<file path="src/rtl/uart_irq_pkg.sv">
package uart_irq_pkg;

    localparam int NSRC       = 7;
    localparam int SRC_LS     = 0;
    localparam int SRC_TMO    = 1;
    localparam int SRC_RDA    = 2;
    localparam int SRC_THR    = 3;
    localparam int SRC_MS     = 4;
    localparam int SRC_XOFF   = 5;
    localparam int SRC_FLOW   = 6;

    localparam int NEV        = 3;
    localparam int EV_THR     = 0;
    localparam int EV_XOFF    = 1;
    localparam int EV_FLOW    = 2;

    localparam int CODE_W     = 6;
    localparam int IDENT_W    = 8;

    localparam logic [CODE_W-1:0] CODE_NONE = 6'h01;
    localparam logic [CODE_W-1:0] CODE_LS   = 6'h06;
    localparam logic [CODE_W-1:0] CODE_TMO  = 6'h0C;
    localparam logic [CODE_W-1:0] CODE_RDA  = 6'h04;
    localparam logic [CODE_W-1:0] CODE_THR  = 6'h02;
    localparam logic [CODE_W-1:0] CODE_MS   = 6'h00;
    localparam logic [CODE_W-1:0] CODE_XOFF = 6'h10;
    localparam logic [CODE_W-1:0] CODE_FLOW = 6'h20;

    function automatic logic [CODE_W-1:0] src_code(input int idx);
        case (idx)
            SRC_LS:   return CODE_LS;
            SRC_TMO:  return CODE_TMO;
            SRC_RDA:  return CODE_RDA;
            SRC_THR:  return CODE_THR;
            SRC_MS:   return CODE_MS;
            SRC_XOFF: return CODE_XOFF;
            SRC_FLOW: return CODE_FLOW;
            default:  return CODE_NONE;
        endcase
    endfunction

    typedef struct packed {
        logic               rd;
        logic [IDENT_W-1:0] ident;
        logic               irq;
    } ident_state_t;

endpackage

</file>
<file path="src/rtl/uart_irq_rise.sv">
module uart_irq_rise #(
    parameter int W = 2
) (
    input  logic         clk_i,
    input  logic         rst_ni,
    input  logic [W-1:0] in_i,
    output logic [W-1:0] rise_o
);
    for (genvar g = 0; g < W; g++) begin : g_bit
        logic prev_d, prev_q;

        always_comb begin
            prev_d    = in_i[g];
            rise_o[g] = in_i[g] & ~prev_q;
        end

        always_ff @(posedge clk_i) begin
            if (!rst_ni) prev_q <= 1'b0;
            else         prev_q <= prev_d;
        end
    end
endmodule

</file>
<file path="src/rtl/uart_irq_evflag.sv">
module uart_irq_evflag (
    input  logic clk_i,
    input  logic rst_ni,
    input  logic set_i,
    input  logic clr_i,
    output logic pend_o
);
    logic pend_d, pend_q;

    always_comb begin
        // a new event in the same cycle as a clear survives
        pend_d = set_i | (pend_q & ~clr_i);
    end

    always_ff @(posedge clk_i) begin
        if (!rst_ni) pend_q <= 1'b0;
        else         pend_q <= pend_d;
    end

    assign pend_o = pend_q;
endmodule

</file>
<file path="src/rtl/uart_irq_prio.sv">
module uart_irq_prio
    import uart_irq_pkg::*;
#(
    parameter int N = NSRC
) (
    input  logic [N-1:0]      req_i,
    output logic [CODE_W-1:0] code_o,
    output logic              any_o
);
    always_comb begin
        code_o = CODE_NONE;
        // scan from lowest rank upward so the highest rank writes last
        for (int i = N - 1; i >= 0; i--) begin
            if (req_i[i]) code_o = src_code(i);
        end
        any_o = |req_i;
    end
endmodule

</file>
<file path="src/rtl/uart_irq_ident.sv">
module uart_irq_ident
    import uart_irq_pkg::*;
#(
    parameter int LS_FLAGS = 4,
    parameter int FLOW_W   = 2
) (
    input  logic                clk_i,
    input  logic                rst_ni,
    input  logic                fifo_en_i,
    input  logic                en_ls_i,
    input  logic                en_rx_i,
    input  logic                en_thr_i,
    input  logic                en_ms_i,
    input  logic                en_xoff_i,
    input  logic                en_flow_i,
    input  logic [LS_FLAGS-1:0] ls_flags_i,
    input  logic                rx_tmo_i,
    input  logic                rx_avail_i,
    input  logic                thr_empty_stb_i,
    input  logic                thr_wr_i,
    input  logic                ms_delta_i,
    input  logic                xoff_hit_stb_i,
    input  logic [FLOW_W-1:0]   flow_pins_i,
    input  logic                ident_rd_i,
    output logic [IDENT_W-1:0]  ident_o,
    output logic                irq_o
);
    localparam int FIFO_BITS = IDENT_W - CODE_W;

    ident_state_t st_d, st_q;

    logic [FLOW_W-1:0] flow_rise;
    logic [NEV-1:0]    ev_set, ev_clr, ev_pend;
    logic [NSRC-1:0]   req;
    logic [CODE_W-1:0] win_code;
    logic              win_any;
    logic              rd_fall;

    uart_irq_rise #(.W(FLOW_W)) u_rise (
        .clk_i  (clk_i),
        .rst_ni (rst_ni),
        .in_i   (flow_pins_i),
        .rise_o (flow_rise)
    );

    always_comb begin
        rd_fall          = st_q.rd & ~ident_rd_i;
        ev_set[EV_THR]   = thr_empty_stb_i;
        ev_set[EV_XOFF]  = xoff_hit_stb_i;
        ev_set[EV_FLOW]  = |flow_rise;
        ev_clr[EV_THR]   = thr_wr_i | (rd_fall && st_q.ident[CODE_W-1:0] == CODE_THR);
        ev_clr[EV_XOFF]  = rd_fall && st_q.ident[CODE_W-1:0] == CODE_XOFF;
        ev_clr[EV_FLOW]  = rd_fall && st_q.ident[CODE_W-1:0] == CODE_FLOW;
    end

    for (genvar e = 0; e < NEV; e++) begin : g_ev
        uart_irq_evflag u_flag (
            .clk_i  (clk_i),
            .rst_ni (rst_ni),
            .set_i  (ev_set[e]),
            .clr_i  (ev_clr[e]),
            .pend_o (ev_pend[e])
        );
    end

    always_comb begin
        req           = '0;
        req[SRC_LS]   = en_ls_i   & (|ls_flags_i);
        req[SRC_TMO]  = en_rx_i   & fifo_en_i & rx_tmo_i;
        req[SRC_RDA]  = en_rx_i   & rx_avail_i;
        req[SRC_THR]  = en_thr_i  & ev_pend[EV_THR];
        req[SRC_MS]   = en_ms_i   & ms_delta_i;
        req[SRC_XOFF] = en_xoff_i & ev_pend[EV_XOFF];
        req[SRC_FLOW] = en_flow_i & ev_pend[EV_FLOW];
    end

    uart_irq_prio #(.N(NSRC)) u_prio (
        .req_i  (req),
        .code_o (win_code),
        .any_o  (win_any)
    );

    always_comb begin
        st_d       = st_q;
        st_d.rd    = ident_rd_i;
        st_d.irq   = win_any;
        if (!ident_rd_i) begin
            st_d.ident = {{FIFO_BITS{fifo_en_i}}, win_code};
        end
    end

    always_ff @(posedge clk_i) begin
        if (!rst_ni) begin
            st_q.rd    <= 1'b0;
            st_q.ident <= {{FIFO_BITS{1'b0}}, CODE_NONE};
            st_q.irq   <= 1'b0;
        end else begin
            st_q <= st_d;
        end
    end

    assign ident_o = st_q.ident;
    assign irq_o   = st_q.irq;
endmodule

</file>
<file path="config.mk">
export PLATFORM = sky130hd
export DESIGN_NAME = uart_irq_ident
export DESIGN_NICKNAME = d
export VERILOG_FILES = /design/src/rtl/uart_irq_pkg.sv /design/src/rtl/uart_irq_rise.sv /design/src/rtl/uart_irq_evflag.sv /design/src/rtl/uart_irq_prio.sv /design/src/rtl/uart_irq_ident.sv
export SDC_FILE = /design/constraint.sdc
export NUM_CORES = 1
export LEC_CHECK = 0
export BUFFER_PORTS_ARGS = -buffer_cell sky130_fd_sc_hd__buf_2
export CAP_MARGIN = 15
export CORE_UTILIZATION = 44
export DETAILED_ROUTE_END_ITERATION = 16
export GPL_ROUTABILITY_DRIVEN = 0
export HOLD_SLACK_MARGIN = 0.08
export PLACE_DENSITY = 0.77
export SLEW_MARGIN = 20
export SYNTH_ARGS = -nofsm -noshare
export SYNTH_HDL_FRONTEND = slang
export SYNTH_SLANG_ARGS = --single-unit
export TNS_END_PERCENT = 20
</file>
<file path="constraint.sdc">
create_clock -name clk_i -period 2 [get_ports clk_i]
set_clock_uncertainty 0.2 [all_clocks]
set_input_delay 0.1 -clock clk_i [delete_from_list [all_inputs] [get_ports clk_i]]
set_output_delay 0.1 -clock clk_i [all_outputs]
set_load 0.05 [all_outputs]
</file>
[Word-level counts from Yosys, hierarchy flattened]
Index checks and enable logic that the tools add are counted.
Cells by class
  equal/unequal tests: 3
  muxes and demuxes: 7
  bitwise logic cells: 24
  reduce and logical (&&, ||, !) cells: 6
Operators with widths (count)
  6-bit two-way mux: 7
  1-bit bitwise AND: 14
  7-bit OR reduction: 1
  6-bit by 2-bit == test with 1-bit output (second input constant): 1
  6-bit by 5-bit == test with 1-bit output (second input constant): 1
  6-bit == test (second input constant): 1
  1-bit inverter: 6
  1-bit OR: 4
  4-bit OR reduction: 1
  1-bit logical AND: 3
  2-bit OR reduction: 1
Storage, ports and cells
  register bits after elaboration: 14
  input bits: 22
  word-level logic and storage cells: 48

[Longest topological paths before layout]
  depth after elaboration: 8
  gate-level depth with buffers: 4
  mapped depth without buffers: 3

[Hierarchy]
A second synthesis with hierarchy kept.
Unflattened totals
  cells, all modules: 76
  area total of the unflattened synthesis: 790.8 sq um
By module, submodules not included
  uart_irq_ident: instances 1, cells an instance 50, area an instance 486.7 sq um, seq. area each 180.2 sq um
  uart_irq_evflag: instances 3, cells an instance 3, area an instance 41.3 sq um, seq. area each 20.0 sq um
  uart_irq_prio: instances 1, cells an instance 11, area an instance 100.1 sq um, seq. area each 0.0 sq um
  uart_irq_rise: instances 1, cells an instance 6, area an instance 80.1 sq um, seq. area each 40.0 sq um

[Worst setup path after synthesis]
OpenSTA, ideal clock, no wires.
  path type: reg-to-reg
  start: reg st_q (netlist bit ident_o[0])
  end: reg g_ev[0].u_flag.pend_q
  data arrival time: 1.076 ns
  path slack: 0.601 ns
  stages on the path, launching flop included: 4
  path buffers: 0
  cell sequence: dfxtp_1 or4_4 nor3b_2 a21oi_1
On the way
  word-level cells in the longest chain between the ends: 6
Ends and longest elaborated chain
  start: declaration: line uart_irq_ident.sv:30  | ident_state_t st_d, st_q;
  start signal: assignment: line uart_irq_ident.sv:98  | st_q <= st_d;
  6-bit by 2-bit == test with 1-bit output: line uart_irq_ident.sv:51  | ev_clr[EV_THR] = thr_wr_i | (rd_fall && st_q.ident[CODE_W-1:0] == CODE_THR);
  1-bit logical AND: line uart_irq_ident.sv:51
  1-bit OR: line uart_irq_ident.sv:51
  1-bit inverter: line uart_irq_evflag.sv:12  | pend_d = set_i | (pend_q & ~clr_i);
  1-bit bitwise AND: line uart_irq_evflag.sv:12
  1-bit OR: line uart_irq_evflag.sv:12
  end signal: assignment: line uart_irq_evflag.sv:17  | else pend_q <= pend_d;
  end: declaration: line uart_irq_evflag.sv:8  | logic pend_d, pend_q;
Every way passes these cells.
A chain may end at the register's enable or synchronous reset.

[Worst setup path in the final report]
  start: in fifo_en_i
  end: reg st_q (netlist bit ident_o[1])
On the way
  word-level cells in the longest chain between the ends: 4
Ends and longest elaborated chain
  start: declaration: line uart_irq_ident.sv:9  | input logic fifo_en_i,
  1-bit bitwise AND (2 in series): line uart_irq_ident.sv:69  | req[SRC_TMO] = en_rx_i & fifo_en_i & rx_tmo_i;
  6-bit two-way mux (2 in series): line uart_irq_prio.sv:14  | if (req_i[i]) code_o = src_code(i);
Every way passes these cells.

==> flow_summary.json <==
{
  "outcome": "complete, no violations",
  "slowest_delay_ns": 0.56,
  "track_usage_pct": 23.1,
  "ios": 31,
  "ir_drop_mv": 0.446,
  "routed_via_density": 5.44,
  "final_cell_mix": "30 x buf_2, 20 x dlygate4sd3_1, 14 x dfxtp_1",
  "critical-path-slowest-cell": "dlygate4sd3_1",
  "initial_utilization_pct": 50.2,
  "crit_buf_inv": 3,
  "worst_pin_slew_ns": 0.318,
  "vias": 702,
  "netlist_instances": 69,
  "wire_per_inst_um": 13.9,
  "finalSetupViolations": 0,
  "rsz0062_at_grt": "false",
  "crit_top_cell": "dlygate4sd3_1",
  "synth.net_count": 91,
  "overflow": 0,
  "hold_viol_final": 0,
  "clock.fmax_mhz": 516,
  "die_x_um": 41.5,
  "critPathRequiredTime_ns": 1.98,
  "clk_path_buf_depth": 2,
  "crit_family": "buffers and inverters",
  "cts.clk_slew.worst_paths_ns": 0.09,
  "grt_max_degree": 14,
  "ant_nets": 0,
  "tns_ns": 0,
  "antenna_found_initial": 0,
  "startpoint_type": "primary input",
  "slew_headroom_pct": 78.8,
  "grt_pass1_wl_mm": 3.03,
  "drc_errors": 0,
  "ys_seq_area_share_pct": 40.9,
  "io_buffer_count": 30,
  "path_max_fanout": 3,
  "place_inst": 104,
  "final_common_cell": "buf_2",
  "final_max_slew_viol_count": 0,
  "finalPower_mw": 0.674,
  "placed_cell_area_um2": 786,
  "first_iter_violations": 26,
  "crit_arrival_ns": 1.92,
  "postCtsSetupBuffers": 0,
  "synth_cell_types": 30,
  "fillers": 93,
  "area_growth_syn_to_layout_pct": 50.9,
  "grt_pass1_vias": 681,
  "num-nets-final": 137,
  "synthArstFlopShare_pct": 0,
  "synth_edf_count": 0,
  "die_area_um2": 1720,
  "row_count": 13,
  "die_h_um": 41.5,
  "ys_ff_latch": 14,
  "syn_avg_cell_area_um2": 9.94,
  "netlist_area_um2": 686,
  "power_density_nw_per_um2": 651,
  "path_class": "primary input to flip-flop",
  "synth_flop_cell": "dfxtp_1",
  "drt-total-wl_mm": 1.80,
  "antenna_cells": 0,
  "final_cell_area_um2": 1030,
  "clk_latency_ns": 0.28,
  "htree_levels": 1,
  "cts.sinks": 14,
  "power_leakage_nw": 0.469,
  "fin_crit_sh_pct": 96.9,
  "core_area_um2": 1370,
  "hold_path.class": "primary input to flip-flop",
  "crit_chain": "dlygate4sd3_1 -> buf_2 -> a21o_1 -> a21oi_1 -> o311a_2 -> dlygate4sd3_1",
  "cts_tree": "done",
  "drive_above_1_share_pct": 34.2,
  "finalCriticalPeriod_ns": 1.94,
  "yosys_warnings": 0,
  "instances_no_fill": 129,
  "first_pass_iters": 4,
  "clockRootBuffer": "clkbuf_4",
  "numCtsBuffers": 3,
  "maxCapViolCount": 0,
  "cp-end-kind": "flip-flop"
}
## area by class of cell
class / instances / area [µm²] / share of cell area [%]
clock buffers: 4 / 36.3 / 3.51
inverters: 2 / 7.51 / 0.726
multi-input cells: 43 / 329 / 31.8
flip-flops and latches: 14 / 280 / 27.1
well taps: 15 / 18.8 / 1.81
repair buffers: 51 / 363 / 35.1
## layer usage
| metal | routed length, µm | track usage (%) | share of wire (%) |
|---|---|---|---|
| met5 | 0 | 0 | 0 |
| met4 | 66 | 11.0 | 3.7 |
| met3 | 88 | 4.78 | 4.9 |
| met2 | 852 | 39.4 | 47 |
| met1 | 789 | 27.3 | 44 |
## worst reg2reg max path: cells and delay by family (launching register included)
family	cells	cell delay (ns)
DFF	1	0.33
buffers and inverters	1	0.61
AOI/OAI and AO/OA	2	0.42
and+or+nand+nor	1	0.08
## cell usage after synthesis, types with 2 or more instances
library cell | instances | area [µm²]
nand2_1 | 4 | 15.0
a21oi_1 | 3 | 15.0
nand4_1 | 2 | 12.5
dfxtp_1 | 14 | 280
and2_1 | 5 | 31.3
inv_1 | 2 | 7.51
nor3b_1 | 2 | 15.0
a22oi_1 | 2 | 15.0
o21ai_0 | 3 | 15.0
buf_4 | 8 | 60.1
o2bb2ai_1 | 2 | 17.5
nor2b_1 | 3 | 18.8
nand2b_1 | 2 | 12.5
## repair_timing
action / CTS / global route
hold buffers: 22 / 0
endpoints found under the hold margin: 14 / 0
resized for setup: 0 / 1
endpoints found under the setup margin: 0 / 2
## state kept, by name, indices dropped and copies added (netlist names)
signal               count
g_ev.u_flag.pend_o       3
st_q                     1
ident_o                  7
irq_o                    1
u_rise.g_bit.prev_q      2
## metrics by stage
stage               setup slack [ns]  hold WS, ns  utilization [%]
finish                        0.0624        0.108             75.7
global route                  0.0271        0.122             75.7
CTS                           0.0567        0.102             76.3
detailed placement             0.522        0.123             57.5
global placement               0.537        0.116             57.5
floorplan                      0.601       0.0217                -
## final timing paths
path | start | to | slack [ns] | depth (start not counted)
worst max register to register | g_ev[0].u_flag.pend_o | ident_o[5] | 0.30 | 4
worst min-delay path | rx_avail_i | irq_o | 0.11 | 4
worst max-delay path | fifo_en_i | ident_o[1] | 0.06 | 6
worst min register to register | ident_o[5] | ident_o[5] | 0.32 | 1
## power by group
part,total (mW),internal (mW),switching (mW),leakage [nW]
Clock,0.208,0.111,0.0973,0.0210
Sequential,0.304,0.295,0.00959,0.116
Combinational,0.161,0.0770,0.0842,0.332
Total,0.674,0.483,0.191,0.469
## logic make-up (layout without fill, tap and decap cells)
group / count (synthesis) / count (layout) / share of synthesized area, %
multiplexers: 1 / 1 / 1.46
buffers and inverters: 12 / 57 / 11.1
AO/OA/AOI/OAI: 19 / 19 / 24.3
AND/OR/NAND/NOR: 23 / 23 / 22.3
flip-flops: 14 / 14 / 40.9
No activity file was read; power rests on OpenSTA's default activity.
